## config.mk

```make
export PLATFORM = sky130hd
export DESIGN_NAME = msbf_min_select
export DESIGN_NICKNAME = d
export VERILOG_FILES = /design/src/rtl/msbf_pkg.sv /design/src/rtl/msbf_grp_cmp.sv /design/src/rtl/msbf_grp_mux.sv /design/src/rtl/msbf_decide_chain.sv /design/src/rtl/msbf_min_select.sv
export SDC_FILE = /design/constraint.sdc
export NUM_CORES = 1
export LEC_CHECK = 0
export BUFFER_PORTS_ARGS = -buffer_cell sky130_fd_sc_hd__buf_2
export CORE_UTILIZATION = 50
export CTS_CLUSTER_SIZE = 14
export DETAILED_ROUTE_END_ITERATION = 7
export HOLD_SLACK_MARGIN = 0.15
export PLACE_DENSITY = 0.85
export SYNTH_ARGS = -nofsm -noshare
export SYNTH_HDL_FRONTEND = slang
export SYNTH_SLANG_ARGS = --single-unit
```

## constraint.sdc

```tcl
create_clock -name clk -period 0.8 [get_ports clk]
set_input_delay 0.16 -clock clk [delete_from_list [all_inputs] [get_ports clk]]
set_output_delay 0.16 -clock clk [all_outputs]
set_load 0.02 [all_outputs]
```

## src/rtl/msbf_pkg.sv

```systemverilog
package msbf_pkg;

    // Verdict of one bit group, computed from that group's slices alone
    typedef struct packed {
        logic eq;    // slices identical
        logic a_lt;  // A slice smaller than B slice
    } grp_res_t;

    // Which operands take part this cycle
    typedef enum logic [1:0] {
        CASE_NONE   = 2'b00,
        CASE_A_ONLY = 2'b01,
        CASE_B_ONLY = 2'b10,
        CASE_BOTH   = 2'b11
    } sel_case_t;

endpackage

```

## src/rtl/msbf_grp_cmp.sv

```systemverilog
module msbf_grp_cmp
    import msbf_pkg::*;
#(
    parameter int GW = 4
) (
    input  logic [GW-1:0] a_grp,
    input  logic [GW-1:0] b_grp,
    output grp_res_t      res
);

    always_comb begin
        res.eq   = (a_grp == b_grp);
        res.a_lt = (a_grp < b_grp);
    end

endmodule

```

## src/rtl/msbf_grp_mux.sv

```systemverilog
module msbf_grp_mux #(
    parameter int GW = 4
) (
    input  logic [GW-1:0] a_grp,
    input  logic [GW-1:0] b_grp,
    input  logic          take_b,
    output logic [GW-1:0] y
);

    always_comb y = take_b ? b_grp : a_grp;

endmodule

```

## src/rtl/msbf_decide_chain.sv

```systemverilog
module msbf_decide_chain
    import msbf_pkg::*;
#(
    parameter int NG = 6
) (
    input  grp_res_t [NG-1:0] res,      // index 0 = most significant group
    output logic [NG-1:0]     take_b,   // per-group select
    output logic [NG-1:0]     settled,  // a higher group already differed
    output logic              final_b
);

    logic [NG:0] found;
    logic [NG:0] b_won;

    assign found[0] = 1'b0;
    assign b_won[0] = 1'b0;

    genvar k;
    generate
        for (k = 0; k < NG; k++) begin : g_link
            logic local_b;
            // alternative used while all higher groups are equal
            assign local_b    = !res[k].eq && !res[k].a_lt;
            // inherited verdict wins once a difference is known
            assign take_b[k]  = found[k] ? b_won[k] : local_b;
            assign found[k+1] = found[k] | !res[k].eq;
            assign b_won[k+1] = take_b[k];
        end
    endgenerate

    assign settled = found[NG-1:0];
    assign final_b = b_won[NG];

endmodule

```

## src/rtl/msbf_min_select.sv

```systemverilog
module msbf_min_select
    import msbf_pkg::*;
#(
    parameter int W = 24,
    parameter int G = 4
) (
    input  logic         clk,
    input  logic         rst_n,
    input  logic [W-1:0] a_data,
    input  logic         a_vld,
    input  logic [W-1:0] b_data,
    input  logic         b_vld,
    output logic [W-1:0] min_data,
    output logic         pick_b,
    output logic         min_vld
);

    localparam int NG = (W + G - 1) / G;

    grp_res_t [NG-1:0] grp_res;
    logic [NG-1:0]     grp_take_b;
    logic [NG-1:0]     grp_settled;
    logic              cmp_b;
    logic [W-1:0]      cmp_min;

    genvar k;
    generate
        for (k = 0; k < NG; k++) begin : g_grp
            localparam int HI = W - 1 - k * G;
            localparam int LO = (HI - G + 1 > 0) ? HI - G + 1 : 0;
            localparam int GW = HI - LO + 1;

            msbf_grp_cmp #(.GW(GW)) u_cmp (
                .a_grp (a_data[HI:LO]),
                .b_grp (b_data[HI:LO]),
                .res   (grp_res[k])
            );

            msbf_grp_mux #(.GW(GW)) u_mux (
                .a_grp  (a_data[HI:LO]),
                .b_grp  (b_data[HI:LO]),
                .take_b (grp_take_b[k]),
                .y      (cmp_min[HI:LO])
            );

            // a group below a decided one must follow the final winner
            assert_grp_agrees_R9: assert property (@(posedge clk) disable iff (!rst_n)
                (a_vld && b_vld && grp_settled[k]) |-> (grp_take_b[k] == cmp_b));
        end
    endgenerate

    msbf_decide_chain #(.NG(NG)) u_chain (
        .res     (grp_res),
        .take_b  (grp_take_b),
        .settled (grp_settled),
        .final_b (cmp_b)
    );

    sel_case_t    in_case;
    logic [W-1:0] nxt_min;
    logic         nxt_pick_b;
    logic         nxt_vld;

    always_comb begin
        in_case    = sel_case_t'({b_vld, a_vld});
        nxt_min    = '0;
        nxt_pick_b = 1'b0;
        nxt_vld    = 1'b0;
        unique case (in_case)
            CASE_NONE: begin
                nxt_vld = 1'b0;
            end
            CASE_A_ONLY: begin
                nxt_min = a_data;
                nxt_vld = 1'b1;
            end
            CASE_B_ONLY: begin
                nxt_min    = b_data;
                nxt_pick_b = 1'b1;
                nxt_vld    = 1'b1;
            end
            CASE_BOTH: begin
                nxt_min    = cmp_min;
                nxt_pick_b = cmp_b;
                nxt_vld    = 1'b1;
            end
        endcase
    end

    always_ff @(posedge clk or negedge rst_n) begin
        if (!rst_n) begin
            min_data <= '0;
            pick_b   <= 1'b0;
            min_vld  <= 1'b0;
        end else begin
            min_data <= nxt_min;
            pick_b   <= nxt_pick_b;
            min_vld  <= nxt_vld;
        end
    end

    assert_min_bound_R1: assert property (@(posedge clk) disable iff (!rst_n)
        (a_vld && b_vld) |=> (min_vld && min_data <= $past(a_data) && min_data <= $past(b_data)));

    assert_tie_keeps_a_R3: assert property (@(posedge clk) disable iff (!rst_n)
        (a_vld && b_vld && a_data == b_data) |=> !pick_b);

    assert_a_pass_R4: assert property (@(posedge clk) disable iff (!rst_n)
        (a_vld && !b_vld) |=> (min_vld && !pick_b && min_data == $past(a_data)));

    assert_b_pass_R5: assert property (@(posedge clk) disable iff (!rst_n)
        (!a_vld && b_vld) |=> (min_vld && pick_b && min_data == $past(b_data)));

    assert_idle_R6: assert property (@(posedge clk) disable iff (!rst_n)
        (!a_vld && !b_vld) |=> (!min_vld && !pick_b));

endmodule

```

==> results.json, run 1 <==
{
  "cts_num_sinks": 26,
  "yosys_warnings": 0,
  "port_buffers": 77,
  "synth_adder_area_share_pct": 18.1,
  "toolErrorMsg": "[ERROR DPL-0038] Utilization greater than 100%, impossible to legalize",
  "htreeDepth": 1,
  "ios": 78,
  "gp_congestion": 0.792,
  "post_cts_buffers": 10,
  "synth.top_cells.by_area": "dfrtp_1 (39%), ha_1 (18%), a22o_1 (8.5%)",
  "synthMuxAreaShare_pct": 0,
  "synth_ff_type": "dfrtp_1",
  "ys_seq_area_share_pct": 39.2,
  "syn_nets": 241,
  "postSynthCellCount": 165,
  "yosysTopAreaCell": "dfrtp_1",
  "start_util_pct": 53.4,
  "netlist.area_leader.share_pct": 39.2,
  "synth-edff-count": 0,
  "die_y_um": 59.6,
  "synth-simple-area-share_pct": 9.66,
  "ctsResizeCount": 96,
  "outcome": "stopped before the end",
  "haltStage": "4_1_cts",
  "numCtsBuffers": 3,
  "synth.distinct_cells": 30,
  "synth-async-reset-ratio_pct": 100,
  "cts.hold.buffers_added": 23,
  "root_buffer": "clkbuf_4",
  "place_hpwl_mm": 3.66,
  "synth_seq_cells": 26,
  "fp.dieW_um": 59.6,
  "num_rows": 20,
  "cts_buffer_depth": 2,
  "syn_area_um2": 1660,
  "synth_compound_area_share_pct": 25.7,
  "synth_top_family_by_area": "compound AO/OA/AOI/OAI gates",
  "synthXorXnorAreaFrac_pct": 0,
  "synth_area_per_cell_um2": 10.0
}
kinds of logic after synthesis:
kind of cell	Yosys count
compound gates	53
buf+inv	32
simple gates	30
flops	26
fa+ha+maj	24
synthesized netlist by cell type (all sizes together), types with 2 or more instances:
cell type  number
nor2            3
o211ai          3
dfrtp          26
o21a            7
clkinv          2
nand4           5
nand2           9
a21oi           9
nand2b          2
nor2b           5
a22o           16
inv            28
nor3            2
clkbuf          2
a2111oi         2
o21ai           2
o32ai           8
ha             24
metrics by stage:
step	setup slack, ns	cells	hold slack (ns)	TNS, ns	cell area, um2
detailed placement	-1.44	316	0.113	-29.78	2470
global placement	-1.38	316	0.111	-28.74	2470
floorplan	-1.13	165	-0.136	-22.92	1780
==> inputs of run 2 (changes only) <==
--- a/config.mk
+++ b/config.mk
@@ -6,11 +6,9 @@
 export NUM_CORES = 1
 export LEC_CHECK = 0
 export BUFFER_PORTS_ARGS = -buffer_cell sky130_fd_sc_hd__buf_2
-export CORE_UTILIZATION = 50
-export CTS_CLUSTER_SIZE = 14
+export CORE_UTILIZATION = 40
 export DETAILED_ROUTE_END_ITERATION = 7
-export HOLD_SLACK_MARGIN = 0.15
-export PLACE_DENSITY = 0.85
+export PLACE_DENSITY_LB_ADDON = 0.15
 export SYNTH_ARGS = -nofsm -noshare
 export SYNTH_HDL_FRONTEND = slang
 export SYNTH_SLANG_ARGS = --single-unit
==> run 2 against run 1 <==
  * The flow now finishes, with violations (setup timing)
  * Synthesized area stayed put
  * Synthesized cell count stayed put
==> results.json, run 2 <==
{
  "cts_buffer_depth": 2,
  "drc": 0,
  "finalHoldViolCount": 0,
  "numCtsBuffers": 3,
  "antenna_found_initial": 0,
  "violations": "setup timing",
  "instances_no_fill": 337,
  "drive_gt1_share_pct": 61.7,
  "grt_overflow": 0,
  "critical_path_class": "in -> reg",
  "fillers": 261,
  "hold_path.class": "in -> reg",
  "synth_area_per_cell_um2": 10.0,
  "core_area_um2": 4000,
  "ios": 78,
  "tightest_slew_ns": 0.315,
  "syn_nets": 241,
  "gp_congestion": 0.776,
  "cts_num_sinks": 26,
  "synth.most_common_cell": "inv_1",
  "root_buffer": "clkbuf_8",
  "final_cell_mix": "buf_6 (42), buf_4 (40), buf_2 (34)",
  "dieArea_um2": 4410,
  "grt_util_all_layers_pct": 22.4,
  "drv_cap": 0,
  "first_pass_iters": 4,
  "critPathLaunchType": "input pin",
  "critical_path_arrival_ns": 2.06,
  "largest_reg_flops": 24,
  "start_util_pct": 41.4,
  "synth_seq_cells": 26,
  "ys_seq_area_share_pct": 39.2,
  "fp.dieW_um": 66.4,
  "max_slew_margin_pct": 78.8,
  "num_rows": 23,
  "synth.top_cells.by_area": "dfrtp_1 (39%), ha_1 (18%), a22o_1 (8.5%)",
  "synth_ff_type": "dfrtp_1",
  "synth-async-reset-ratio_pct": 100,
  "grt_setup_unrepaired": "true",
  "largest_registers": "min_data x24, min_vld x1, pick_b x1",
  "power_density_nw_per_um2": 1330,
  "finalCritPeriodShare_pct": 234,
  "via_per_inst": 5.21,
  "slew_violations": 0,
  "min_period_ns": 1.88,
  "cts_tree": "yes",
  "postSynthCellCount": 165,
  "netlist.area_leader.share_pct": 39.2,
  "cp_cell_sequence": "buf_2, ha_1, a21oi_2, a21oi_2, a2111o_1, buf_6, o31a_1, buf_6, o32ai_2",
  "p_total_mw": 4.12,
  "regMostFlops": "min_data",
  "placed_cells": 323,
  "port_buffers": 77,
  "wl_per_cell_um": 14.6,
  "yosys_warnings": 0,
  "num_vias": 1757,
  "grt_max_degree": 27,
  "nets": 364,
  "place_hpwl_mm": 3.37,
  "slowest_stage": "a2111o_1",
  "final_area_um2": 3110,
  "outcome": "finished, violations left",
  "hold_slack_ns": 0.0967,
  "mostFrequentLayoutCell": "buf_6",
  "cts.clk_slew.worst_paths_ns": 0.09,
  "drt-initial-drc-count": 36,
  "seq_area_um2": 651,
  "die_y_um": 66.4,
  "htreeDepth": 1,
  "synth_common_cells": "inv_1 (28), dfrtp_1 (26), ha_1 (24)",
  "crit_path_end_kind": "register",
  "crit_required_ns": 0.99,
  "dpl_cell_area_um2": 2480,
  "p_leak_nw": 1.52,
  "grt_pass1_wl_mm": 7.54,
  "max_freq_mhz": 533,
  "yosysTopAreaCell": "dfrtp_1",
  "num_antenna_cells": 0,
  "ant_nets": 0,
  "critPathMaxStageDelay_ns": 0.45,
  "ir_drop_mv": 0.832,
  "grt_pass1_vias": 1759,
  "wl_mm": 4.91,
  "area_growth_pct": 87.5,
  "synth-edff-count": 0,
  "syn_area_um2": 1660,
  "critPathCapture": "min_data[1]$_DFF_PN0_",
  "crit_start": "a_data[11]",
  "multi_input_area_um2": 1210,
  "setup_slack_ns": -1.08,
  "setup_violations": 51,
  "cp_max_fo": 4,
  "synth.distinct_cells": 30
}
-- run 2: cell counts after synthesis --
No cell type changed its count.
-- run 2: per-stage QoR --
step / setup WS [ns] / setup TNS (ns) / utilization, %
global route: -1.16 / -27.21 / 77.7
floorplan: -1.13 / -22.92 / -
global placement: -1.39 / -29.35 / 62.1
CTS: -1.05 / -24.16 / 76.3
detailed placement: -1.44 / -29.98 / 62.1
finish: -1.08 / -24.32 / 77.7
-- run 2: power breakdown --
| group | switching, mW | leakage (nW) | total [mW] | internal (mW) |
|---|---|---|---|---|
| clock network | 0.424 | 0.0288 | 0.864 | 0.440 |
| registers | 0.0616 | 0.322 | 1.51 | 1.44 |
| logic | 0.805 | 1.17 | 1.75 | 0.945 |
| total | 1.29 | 1.52 | 4.12 | 2.83 |
-- run 2: cells by family (layout without fill, tap and decap cells) --
| family | count (synthesis) | after routing | synth area share, % |
|---|---|---|---|
| AOI/OAI and AO/OA | 53 | 53 | 25.7 |
| buffers and inverters | 32 | 154 | 7.25 |
| and+or+nand+nor | 30 | 30 | 9.66 |
| DFF | 26 | 26 | 39.2 |
| adders and majority gates | 24 | 24 | 18.1 |
-- run 2: final cells by class --
cell class | instances | area share [%]
well taps | 50 | 2.01
flip-flops and latches | 26 | 20.9
multi-input cells | 107 | 39.1
repair buffers | 120 | 32.3
inverters | 30 | 3.90
clock buffers | 4 | 1.77
-- run 2: what timing repair did --
action	in CTS	in global routing
endpoints found under the hold margin	26	0
pin swaps	24	10
endpoints found under the setup margin	51	51
setup buffers	9	1
gates resized for setup	100	15
hold buffers	1	0
-- run 2: per-layer routing --
metal | part of all wire (%) | vias to the layer above | track usage [%]
met2 | 56 | 57 | 44.3
li1 | - | 849 | -
met1 | 38 | 843 | 23.9
met3 | 3.8 | 8 | 2.76
met5 | 0 | - | 0
met4 | 1.6 | 0 | 7.71
-- run 2: critical path: cells and delay by family --
family | cells | cell delay, ns
fa+ha+maj | 1 | 0.35
buf+inv | 3 | 0.41
compound gates | 5 | 1.13
-- run 2: worst min-delay path by stage --
stage,slack [ns],from,depth (start not counted),end
3_5_place_dp,0.11,rst_n,2,min_data[2]$_DFF_PN0_
5_1_grt,0.10,a_data[12],2,min_data[12]$_DFF_PN0_
6_report,0.1,b_data[15],2,min_data[15]$_DFF_PN0_
2_1_floorplan,-0.14,rst_n,0,min_data[0]$_DFF_PN0_
4_1_cts,0.09,b_data[15],2,min_data[15]$_DFF_PN0_
3_3_place_gp,0.11,rst_n,2,min_data[1]$_DFF_PN0_
No activity file was read; power rests on OpenSTA's default activity.
==> inputs of run 3 (changes only) <==
--- a/config.mk
+++ b/config.mk
@@ -5,6 +5,7 @@
 export SDC_FILE = /design/constraint.sdc
 export NUM_CORES = 1
 export LEC_CHECK = 0
+export ABC_AREA = 1
 export BUFFER_PORTS_ARGS = -buffer_cell sky130_fd_sc_hd__buf_2
 export CORE_UTILIZATION = 40
 export DETAILED_ROUTE_END_ITERATION = 7
==> run 3 against run 2 <==
  * The flow still finishes with violations (setup timing)
  * Fmax is 22% higher
  * Global-route usage is 0.73 points lower
  * Utilization is 1.5 points lower
  * Die area is 21% higher
  * Final area is 17% higher
  * Critical endpoint is now min_data[2]$_DFF_PN0_
  * Highest routed layer unchanged
==> results.json, run 3 <==
{
  "cts_tree": "yes",
  "cts.clk_slew.worst_paths_ns": 0.09,
  "crit_cells": 14,
  "cp_top_family": "simple AND/OR/NAND/NOR gates",
  "grt_setup_unrepaired": "true",
  "dpl_cell_area_um2": 3010,
  "synth-async-reset-ratio_pct": 100,
  "synth_top_family_by_area": "simple AND/OR/NAND/NOR gates",
  "critical_path_arrival_ns": 1.71,
  "largest_registers": "min_data x24, min_vld x1, pick_b x1",
  "tightest_slew_ns": 0.305,
  "drive_gt1_share_pct": 53.1,
  "crit_path_end_kind": "register",
  "setup_violations": 51,
  "yosys_warnings": 0,
  "num_antenna_cells": 0,
  "max_slew_margin_pct": 79.7,
  "crit_required_ns": 0.96,
  "holdPathStages": 3,
  "ant_nets": 0,
  "cp_cell_sequence": "buf_4, ha_4, nand2_2, inv_2, nand3_4, nor2_4, nand2_4, nor2_4, nor2_4, nand2_4, buf_6, nand4_1, nand3_1, nand2_1",
  "postSynthCellCount": 277,
  "cp_max_fo": 5,
  "num_vias": 2264,
  "instances_no_fill": 483,
  "final_area_um2": 3650,
  "drc": 0,
  "p_leak_nw": 1.98,
  "synth_adder_area_share_pct": 14.9,
  "critPathMaxStageDelay_ns": 0.26,
  "syn_nets": 353,
  "nets": 493,
  "crit_start": "a_data[23]",
  "synth_seq_cells": 26,
  "htreeDepth": 1,
  "dieArea_um2": 5320,
  "grt_max_degree": 27,
  "area_growth_pct": 81.2,
  "yosysTopAreaCell": "dfrtp_1",
  "drt-initial-drc-count": 83,
  "holdPathEnd": "min_data[19]$_DFF_PN0_",
  "worstHoldStart": "a_data[19]",
  "ir_drop_mv": 0.836,
  "synth_ff_type": "dfrtp_1",
  "max_freq_mhz": 648,
  "synth-edff-count": 0,
  "ios": 78,
  "syn_area_um2": 2010,
  "synth_compound_area_share_pct": 12.5,
  "wl_per_cell_um": 12.0,
  "grt_pass1_vias": 2103,
  "root_buffer": "clkbuf_8",
  "crit_top_cell": "nor2_4",
  "min_period_ns": 1.54,
  "place_hpwl_mm": 4.37,
  "synth_area_per_cell_um2": 7.26,
  "core_area_um2": 4790,
  "drv_cap": 0,
  "antenna_found_initial": 0,
  "synth_common_cells": "nand2_1 (74), inv_1 (58), dfrtp_1 (26)",
  "num_rows": 25,
  "wl_mm": 5.81,
  "finalHoldViolCount": 0,
  "first_pass_iters": 6,
  "port_buffers": 77,
  "critPathLaunchType": "input pin",
  "placed_cells": 474,
  "outcome": "finished, violations left",
  "die_y_um": 72.9,
  "finalCritPeriodShare_pct": 193,
  "slew_violations": 0,
  "cts_num_sinks": 26,
  "synthXorXnorAreaFrac_pct": 0,
  "start_util_pct": 42.0,
  "regMostFlops": "min_data",
  "via_per_inst": 4.69,
  "fin_util_pct": 76.2,
  "violations": "setup timing",
  "cts_buffer_depth": 2,
  "synthMuxAreaShare_pct": 0,
  "grt_pass1_wl_mm": 8.99,
  "synth.top_cells.by_area": "dfrtp_1 (32%), ha_1 (15%), nand2_1 (14%)",
  "ys_seq_area_share_pct": 32.3,
  "synth.distinct_cells": 24,
  "hold_path.class": "in -> reg",
  "grt_overflow": 0,
  "power_density_nw_per_um2": 1310,
  "largest_reg_flops": 24,
  "critical_path_class": "in -> reg",
  "setup_slack_ns": -0.743,
  "fp.dieW_um": 72.9,
  "synth-simple-area-share_pct": 28.2,
  "path_buf_inv": 3,
  "slowest_stage": "ha_4",
  "numCtsBuffers": 3,
  "final_cell_mix": "nand2_1 (55), buf_4 (55), inv_1 (48)",
  "grt_util_all_layers_pct": 21.7,
  "gp_congestion": 0.795,
  "netlist.area_leader.share_pct": 32.3,
  "synth.most_common_cell": "nand2_1"
}
-- run 3: changes by cell type after synthesis, sizes merged, moves of 4 or more --
cell,change
nor2,+12
nand3,+24
o21ai,+10
nand2,+70
nor2b,-5
a22o,-16
o32ai,-8
o21bai,+4
o22ai,+6
inv,+31
o21a,-7
-- run 3: report_power, final --
| group | leakage, nW | total [mW] | switching, mW | internal [mW] |
|---|---|---|---|---|
| clock | 0.0357 | 1.10 | 0.428 | 0.669 |
| sequential | 0.321 | 1.52 | 0.0673 | 1.45 |
| combinational | 1.63 | 2.15 | 1.09 | 1.07 |
| total | 1.98 | 4.77 | 1.58 | 3.19 |
-- run 3: kinds of logic (layout without fill, tap and decap cells) --
kind of cell,count (synthesis),after routing
compound gates,41,41
fa+ha+maj,24,24
buf+inv,62,201
flops,26,26
simple gates,124,124
-- run 3: how the worst max path moves through the flow --
stage	to	slack [ns]
5_1_grt	min_data[2]$_DFF_PN0_	-0.84
6_report	min_data[2]$_DFF_PN0_	-0.74
3_5_place_dp	min_data[7]$_DFF_PN0_	-1.11
4_1_cts	min_data[4]$_DFF_PN0_	-0.72
2_1_floorplan	min_data[0]$_DFF_PN0_	-0.79
3_3_place_gp	min_data[5]$_DFF_PN0_	-1.04
-- run 3: per-layer routing --
| metal | up-vias | track usage [%] | part of all wire, % | wire length [um] |
|---|---|---|---|---|
| met5 | - | 0 | 0 | 0 |
| met3 | 8 | 1.93 | 2.4 | 138 |
| li1 | 1169 | - | - | - |
| met1 | 1041 | 26.7 | 44 | 2540 |
| met4 | 0 | 7.63 | 1.3 | 74 |
| met2 | 46 | 39.5 | 53 | 3060 |
-- run 3: timing repair --
item | in CTS | in global routing
setup endpoints to repair | 51 | 51
endpoints found under the hold margin | 26 | 0
hold buffers | 1 | 0
buffers inserted | 1 | 4
gates resized for setup | 112 | 38
pin swaps | 18 | 25
-- run 3: final cells by class --
| type | instances | area (um2) |
|---|---|---|
| multi-input cells | 189 | 1450 |
| repair buffers | 138 | 1140 |
| fillers | 362 | 1140 |
| flip-flops and latches | 26 | 651 |
| inverters | 59 | 249 |
| well taps | 67 | 83.8 |
| clock buffers | 3 | 41.3 |
| clock inverters | 1 | 30.0 |
-- run 3: per-stage QoR --
step                setup slack [ns]  power [mW]  hold WS (ns)  setup TNS, ns
floorplan                     -0.786        2.39        -0.136         -15.11
global placement               -1.04        3.11         0.112         -23.13
detailed placement             -1.11        3.14         0.114         -24.20
CTS                           -0.718        4.63         0.103         -18.03
global route                  -0.841        5.05         0.117         -21.88
finish                        -0.743        4.77         0.108         -19.02
